### config.mk
export PLATFORM = sky130hd
export DESIGN_NAME = flash_wel_ctrl
export DESIGN_NICKNAME = d
export VERILOG_FILES = /design/src/rtl/flash_wel_pkg.sv /design/src/rtl/flash_wel_rst_sync.sv /design/src/rtl/flash_wel_in_sync.sv /design/src/rtl/flash_wel_frame.sv /design/src/rtl/flash_wel_decode.sv /design/src/rtl/flash_wel_ctrl.sv
export SDC_FILE = /design/constraint.sdc
export NUM_CORES = 1
export LEC_CHECK = 0
export BUFFER_PORTS_ARGS = -buffer_cell sky130_fd_sc_hd__buf_2
export CORE_ASPECT_RATIO = 1.25
export CORE_MARGIN = 2
export CORE_UTILIZATION = 40
export CTS_CLUSTER_SIZE = 30
export DETAILED_ROUTE_END_ITERATION = 6
export PLACE_DENSITY_LB_ADDON = 0.25
export SLEW_MARGIN = 20
export SYNTH_ARGS = -nofsm -noshare
export SYNTH_HDL_FRONTEND = slang
export SYNTH_SLANG_ARGS = --single-unit
### constraint.sdc
create_clock -name clk -period 1.7 [get_ports clk]
set_input_delay 0 -clock clk [delete_from_list [all_inputs] [get_ports clk]]
set_output_delay 0 -clock clk [all_outputs]
set_load 0.005 [all_outputs]
### src/rtl/flash_wel_pkg.sv
package flash_wel_pkg;

  // Actions requested by one committed command window
  typedef struct packed {
    logic wel_set;
    logic wel_clr;
    logic arm_set;
    logic arm_clr;
    logic otp_exit;
    logic sr_stb;
  } cmd_act_t;

endpackage

### src/rtl/flash_wel_rst_sync.sv
module flash_wel_rst_sync #(
  parameter int STAGES = 2
) (
  input  logic clk,
  input  logic rst_n_i,
  output logic rst_n_o
);

  logic [STAGES-1:0] chain_q;

  always_ff @(posedge clk or negedge rst_n_i) begin
    if (!rst_n_i) chain_q <= '0;
    else          chain_q <= {chain_q[STAGES-2:0], 1'b1};
  end

  assign rst_n_o = chain_q[STAGES-1];

endmodule

### src/rtl/flash_wel_in_sync.sv
module flash_wel_in_sync #(
  parameter int               WIDTH   = 3,
  parameter int               STAGES  = 2,
  parameter logic [WIDTH-1:0] RST_VAL = '0
) (
  input  logic             clk,
  input  logic             rst_n,
  input  logic [WIDTH-1:0] d_i,
  output logic [WIDTH-1:0] q_o
);

  logic [STAGES-1:0][WIDTH-1:0] stage_q;

  always_ff @(posedge clk or negedge rst_n) begin
    if (!rst_n) stage_q <= {STAGES{RST_VAL}};
    else        stage_q <= {stage_q[STAGES-2:0], d_i};
  end

  assign q_o = stage_q[STAGES-1];

endmodule

### src/rtl/flash_wel_frame.sv
module flash_wel_frame #(
  parameter int BYTE_W = 8,
  parameter int CNT_W  = $clog2(2*BYTE_W+2)
) (
  input  logic                clk,
  input  logic                rst_n,
  input  logic                sck_i,
  input  logic                cs_n_i,
  input  logic                mosi_i,
  output logic                frame_end_o,
  output logic [CNT_W-1:0]    bit_cnt_o,
  output logic [2*BYTE_W-1:0] shreg_o
);

  localparam int SH_W = 2 * BYTE_W;
  localparam logic [CNT_W-1:0] CNT_SAT = CNT_W'(SH_W + 1);

  logic              sck_q, cs_q;
  logic              sck_rise, shift_en;
  logic [CNT_W-1:0]  cnt_q, cnt_d;
  logic [SH_W-1:0]   sh_q, sh_d;

  assign sck_rise    = sck_i & ~sck_q;
  assign shift_en    = sck_rise & ~cs_n_i;
  assign frame_end_o = cs_n_i & ~cs_q;

  always_comb begin
    cnt_d = cnt_q;
    sh_d  = sh_q;
    if (cs_n_i) begin
      cnt_d = '0;
    end else if (shift_en) begin
      sh_d = {sh_q[SH_W-2:0], mosi_i};
      if (cnt_q != CNT_SAT) cnt_d = cnt_q + CNT_W'(1);
    end
  end

  always_ff @(posedge clk or negedge rst_n) begin
    if (!rst_n) begin
      sck_q <= 1'b0;
      cs_q  <= 1'b1;
      cnt_q <= '0;
      sh_q  <= '0;
    end else begin
      sck_q <= sck_i;
      cs_q  <= cs_n_i;
      cnt_q <= cnt_d;
      if (shift_en) sh_q <= sh_d;
    end
  end

  assign bit_cnt_o = cnt_q;
  assign shreg_o   = sh_q;

endmodule

### src/rtl/flash_wel_decode.sv
module flash_wel_decode
  import flash_wel_pkg::*;
#(
  parameter int              BYTE_W  = 8,
  parameter int              CNT_W   = $clog2(2*BYTE_W+2),
  parameter logic [BYTE_W-1:0] OP_SET  = 8'h06,
  parameter logic [BYTE_W-1:0] OP_CLR  = 8'h04,
  parameter logic [BYTE_W-1:0] OP_ARM  = 8'h50,
  parameter logic [BYTE_W-1:0] OP_SRW  = 8'h01
) (
  input  logic                frame_end_i,
  input  logic [CNT_W-1:0]    bit_cnt_i,
  input  logic [2*BYTE_W-1:0] shreg_i,
  input  logic                armed_i,
  output cmd_act_t            act_o
);

  localparam logic [CNT_W-1:0] LEN_SHORT = CNT_W'(BYTE_W);
  localparam logic [CNT_W-1:0] LEN_LONG  = CNT_W'(2*BYTE_W);

  logic [BYTE_W-1:0] op_short, op_long;

  assign op_short = shreg_i[BYTE_W-1:0];
  assign op_long  = shreg_i[2*BYTE_W-1:BYTE_W];

  always_comb begin
    act_o = '0;
    if (frame_end_i) begin
      if (bit_cnt_i == LEN_SHORT) begin
        act_o.arm_clr = 1'b1;
        if (op_short == OP_SET) begin
          act_o.wel_set = 1'b1;
        end else if (op_short == OP_CLR) begin
          act_o.wel_clr  = 1'b1;
          act_o.otp_exit = 1'b1;
        end else if (op_short == OP_ARM) begin
          act_o.arm_set = 1'b1;
          act_o.arm_clr = 1'b0;
        end else if (op_short == OP_SRW) begin
          act_o.arm_clr = 1'b0;   // truncated status write: not a command
        end
      end else if (bit_cnt_i == LEN_LONG && op_long == OP_SRW) begin
        act_o.sr_stb  = armed_i;
        act_o.arm_clr = 1'b1;
      end
    end
  end

endmodule

### src/rtl/flash_wel_ctrl.sv
module flash_wel_ctrl
  import flash_wel_pkg::*;
#(
  parameter int                BYTE_W      = 8,
  parameter int                SYNC_STAGES = 2,
  parameter int                RST_STAGES  = 2,
  parameter logic [BYTE_W-1:0] OP_SET      = 8'h06,
  parameter logic [BYTE_W-1:0] OP_CLR      = 8'h04,
  parameter logic [BYTE_W-1:0] OP_ARM      = 8'h50,
  parameter logic [BYTE_W-1:0] OP_SRW      = 8'h01
) (
  input  logic              clk,
  input  logic              rst_n,
  input  logic              spi_sck,
  input  logic              spi_cs_n,
  input  logic              spi_mosi,
  input  logic              wr_done,
  input  logic              otp_enter,
  output logic              spi_miso,
  output logic              spi_miso_oe,
  output logic              wel,
  output logic              otp_mode,
  output logic              sr_wr_stb,
  output logic [BYTE_W-1:0] sr_wr_data
);

  localparam int CNT_W = $clog2(2*BYTE_W+2);

  logic                rst_q_n;
  logic [2:0]          pins_s;
  logic                frame_end;
  logic [CNT_W-1:0]    bit_cnt;
  logic [2*BYTE_W-1:0] shreg;
  cmd_act_t            act;

  logic              wel_q, wel_d;
  logic              otp_q, otp_d;
  logic              arm_q, arm_d;
  logic              stb_q, stb_d;
  logic [BYTE_W-1:0] dat_q, dat_d;

  flash_wel_rst_sync #(.STAGES(RST_STAGES)) u_rst (
    .clk     (clk),
    .rst_n_i (rst_n),
    .rst_n_o (rst_q_n)
  );

  // bit order: {sck, cs_n, mosi}; chip select idles high
  flash_wel_in_sync #(.WIDTH(3), .STAGES(SYNC_STAGES), .RST_VAL(3'b010)) u_sync (
    .clk   (clk),
    .rst_n (rst_q_n),
    .d_i   ({spi_sck, spi_cs_n, spi_mosi}),
    .q_o   (pins_s)
  );

  flash_wel_frame #(.BYTE_W(BYTE_W), .CNT_W(CNT_W)) u_frame (
    .clk         (clk),
    .rst_n       (rst_q_n),
    .sck_i       (pins_s[2]),
    .cs_n_i      (pins_s[1]),
    .mosi_i      (pins_s[0]),
    .frame_end_o (frame_end),
    .bit_cnt_o   (bit_cnt),
    .shreg_o     (shreg)
  );

  flash_wel_decode #(
    .BYTE_W (BYTE_W), .CNT_W (CNT_W),
    .OP_SET (OP_SET), .OP_CLR (OP_CLR), .OP_ARM (OP_ARM), .OP_SRW (OP_SRW)
  ) u_dec (
    .frame_end_i (frame_end),
    .bit_cnt_i   (bit_cnt),
    .shreg_i     (shreg),
    .armed_i     (arm_q),
    .act_o       (act)
  );

  always_comb begin
    wel_d = wel_q;
    if (act.wel_clr || wr_done) wel_d = 1'b0;
    else if (act.wel_set)       wel_d = 1'b1;

    otp_d = otp_q;
    if (act.otp_exit)   otp_d = 1'b0;
    else if (otp_enter) otp_d = 1'b1;

    arm_d = arm_q;
    if (act.arm_set)      arm_d = 1'b1;
    else if (act.arm_clr) arm_d = 1'b0;

    stb_d = act.sr_stb;
    dat_d = act.sr_stb ? shreg[BYTE_W-1:0] : dat_q;
  end

  always_ff @(posedge clk or negedge rst_q_n) begin
    if (!rst_q_n) begin
      wel_q <= 1'b0;
      otp_q <= 1'b0;
      arm_q <= 1'b0;
      stb_q <= 1'b0;
      dat_q <= '0;
    end else begin
      wel_q <= wel_d;
      otp_q <= otp_d;
      arm_q <= arm_d;
      stb_q <= stb_d;
      if (act.sr_stb) dat_q <= dat_d;
    end
  end

  assign wel         = wel_q;
  assign otp_mode    = otp_q;
  assign sr_wr_stb   = stb_q;
  assign sr_wr_data  = dat_q;
  assign spi_miso    = 1'b0;
  assign spi_miso_oe = 1'b0;

endmodule

==> results.json <==
{
  "final_cells": 217,
  "period_minus_slack_ns": 1.80,
  "power_density_nw_per_um2": 1060,
  "cp_max_fo": 5,
  "synth_area_leaders": "dfrtp_1 57%, mux2_2 10%, mux2_4 6.8%, dfstp_2 4.5%, ha_1 2.1%",
  "stdcell_area_um2": 2160,
  "worstSetupStartpoint": "u_frame.bit_cnt_o[1]$_DFFE_PN0P_",
  "htreeDepth": 2,
  "cp-end-kind": "register",
  "dp.cells": 201,
  "r2r_setup_slack_ns": -0.1,
  "critical_path_required_ns": 1.88,
  "detailed_place_hpwl_mm": 2.11,
  "port-buffer-count": 17,
  "synth_edf_count": 0,
  "r2r_start": "u_frame.bit_cnt_o[1]$_DFFE_PN0P_",
  "synth_top_cell_area_share_pct": 56.7,
  "worst_pin_slew_ns": 0.513,
  "place_area_um2": 1970,
  "routed_via_density": 4.81,
  "max_stage_delay_ns": 0.39,
  "drtPass1Iterations": 4,
  "vias": 1044,
  "routedWlPerCell_um": 13.9,
  "totalWireLength_mm": 3.02,
  "clk_pin_slew_ns": 0.08,
  "cpMaxStageDelayCell": "dfrtp_1",
  "critical_path_arrival_ns": 1.98,
  "post-route-util_pct": 50.1,
  "timing.final.crit_share_pct": 106,
  "die_area_um2": 4960,
  "globalRouteOverflowTotal": 0,
  "synthDistinctLibCells": 33,
  "ios": 20,
  "nets": 168,
  "setup_viol": 8,
  "synth-main-ff-cell": "dfrtp_1",
  "rsz0062_at_grt": "true",
  "cts_max_path_buffers": 2,
  "slew-limit-headroom_pct": 65.8,
  "grt_pass1_vias": 1078,
  "power_mw": 2.30,
  "antenna_found_initial": 0,
  "worst_slack_ns": -0.0967,
  "clkSinkCount": 43,
  "timing_worst_setup_path_type": "reg -> reg",
  "synth_area_per_cell_um2": 14.8,
  "async_reset_ff_share_pct": 100,
  "coreArea_um2": 4320,
  "grt_max_degree": 42,
  "antenna_cells": 0,
  "drv_cap": 0,
  "ys_seq_area_share_pct": 61.2,
  "cts-root-buf": "clkbuf_8",
  "syn2layout_area_growth_pct": 22.6,
  "die_y_um": 78.3,
  "drive_gt1_share_pct": 44.7,
  "yosysMostFrequentCell": "dfrtp_1",
  "vdd_ir_drop_max_mv": 0.711,
  "first_iter_violations": 23,
  "netlist_instances": 119,
  "cp_cell_sequence": "inv_2 -> ha_2 -> nor4b_4 -> nand4_1 -> nor3b_2 -> buf_4 -> mux2_4",
  "initial_core_util_pct": 40.8,
  "violations": "negative setup slack",
  "fin_skew_ns": 0.00534,
  "grt_pass1_wl_mm": 5.27,
  "drtAntennaViolNets": 0,
  "yosysTopAreaCell": "dfrtp_1",
  "outcome": "finished, violations left",
  "cts_inserted_buffers": 5,
  "hold_violations": 0,
  "core.rowCount": 27,
  "drc": 0,
  "fmax_mhz": 557,
  "leakage_nw": 1.05,
  "slew_violations": 0,
  "netlist_top_cells_count": "40 x dfrtp_1, 16 x mux2_2, 8 x mux2_4",
  "hold_class": "reg -> async",
  "yosys_warnings": 0,
  "place.gp.congestion": 0.810,
  "synth_area_um2": 1770,
  "cts_tree": "built",
  "die_w_um": 63.4,
  "track_usage_pct": 13.9,
  "ys_ff_latch": 43,
  "clk_latency_ns": 0.29,
  "cp-start-kind": "register"
}
final cells by class:
cell class | count | area (um2)
fillers | 400 | 2160
clock buffers | 6 | 82.6
repair buffers | 36 | 245
flip-flops and latches | 43 | 1080
inverters | 3 | 11.3
multi-input cells | 69 | 638
well taps | 58 | 72.6
clock inverters | 2 | 35.0
per-stage QoR:
stage          hold WS [ns]  TNS [ns]  setup slack, ns
6_report              0.301    -0.665          -0.0967
2_1_floorplan        -0.296   -0.0558         -0.00697
3_3_place_gp         -0.215    -0.150          -0.0348
3_5_place_dp         -0.214    -0.548          -0.0882
5_1_grt               0.340     -1.68           -0.229
4_1_cts               0.327    -0.629          -0.0978
worst paths after layout:
check,end,cells past startpoint
setup / recovery,sr_wr_data[3]$_DFFE_PN0P_,7
max in group asynchronous,u_sync.stage_q[1]$_DFF_PN1_,1
hold / removal,u_frame.shreg_o[8]$_DFFE_PN0P_,1
hold reg to reg,u_frame.shreg_o[8]$_DFFE_PN0P_,1
setup reg to reg,sr_wr_data[3]$_DFFE_PN0P_,7
min in group clk,u_sync.stage_q[1]$_DFF_PN1_,2
cells in the final DEF (no fill, tap or decap), drive strengths merged, types with 2 or more instances in the layout:
master,Yosys,routed
and4bb,2,2
nand4,2,2
a21oi,2,2
nor3,2,2
buf,5,29
dfrtp,40,40
xor2,2,2
mux2i,2,2
dfstp,3,3
ha,3,3
dlygate4sd3,0,7
inv,3,3
nor3b,4,4
mux2,24,24
nand3,3,3
nor2,7,7
clkbuf,0,6
nand3b,3,3
conb,2,3
worst max-delay path, delay by kind of cell (launching register included):
kind	cells	cell delay, ns
fa+ha+maj	1	0.17
buf+inv	2	0.26
flops	1	0.39
mux	1	0.31
simple gates	3	0.56
power breakdown:
group	switching, mW	internal (mW)
logic	0.103	0.142
registers	0.106	1.13
clock network	0.342	0.475
logic make-up (layout without fill, tap and decap cells):
kind of cell	Yosys count	after routing	synth area share, %
adder cells (fa/ha/maj)	3	3	2.13
other	2	3	0.425
AND/OR/NAND/NOR	28	28	11.5
buffers and inverters	8	47	3.05
multiplexers	26	26	18.1
flip-flops	43	43	61.2
AO/OA/AOI/OAI	6	6	2.13
XOR/XNOR	3	3	1.49
per-layer routing:
| metal | part of all wire [%] | wire length, um | GRT usage, % | up-vias |
|---|---|---|---|---|
| li1 | - | - | - | 487 |
| met1 | 47 | 1410 | 17.8 | 533 |
| met2 | 48 | 1470 | 21.6 | 18 |
| met3 | 2.5 | 76 | 3.30 | 6 |
| met4 | 2.3 | 68 | 8.04 | 0 |
| met5 | 0 | 0 | 0 | - |
flip-flops by register name (all words and copies together) (netlist names):
register and cells:
sr_wr_data 8, u_frame.bit_cnt_o 5, u_rst.chain_q 2, u_frame.cs_q 1, u_sync.stage_q 3, wel 1, u_frame.sck_q 1, otp_mode 1
sr_wr_stb 1, u_sync.q_o 3, arm_q 1, u_frame.shreg_o 16
timing repair:
| action | in CTS | in global routing |
|---|---|---|
| setup endpoints to repair | 8 | 8 |
| buffers inserted | 1 | 0 |
| gates resized for setup | 0 | 2 |
| pin swaps | 0 | 3 |
| hold buffers | 7 | 0 |
| hold endpoints to repair | 7 | 0 |
No activity file was read; power rests on OpenSTA's default activity.
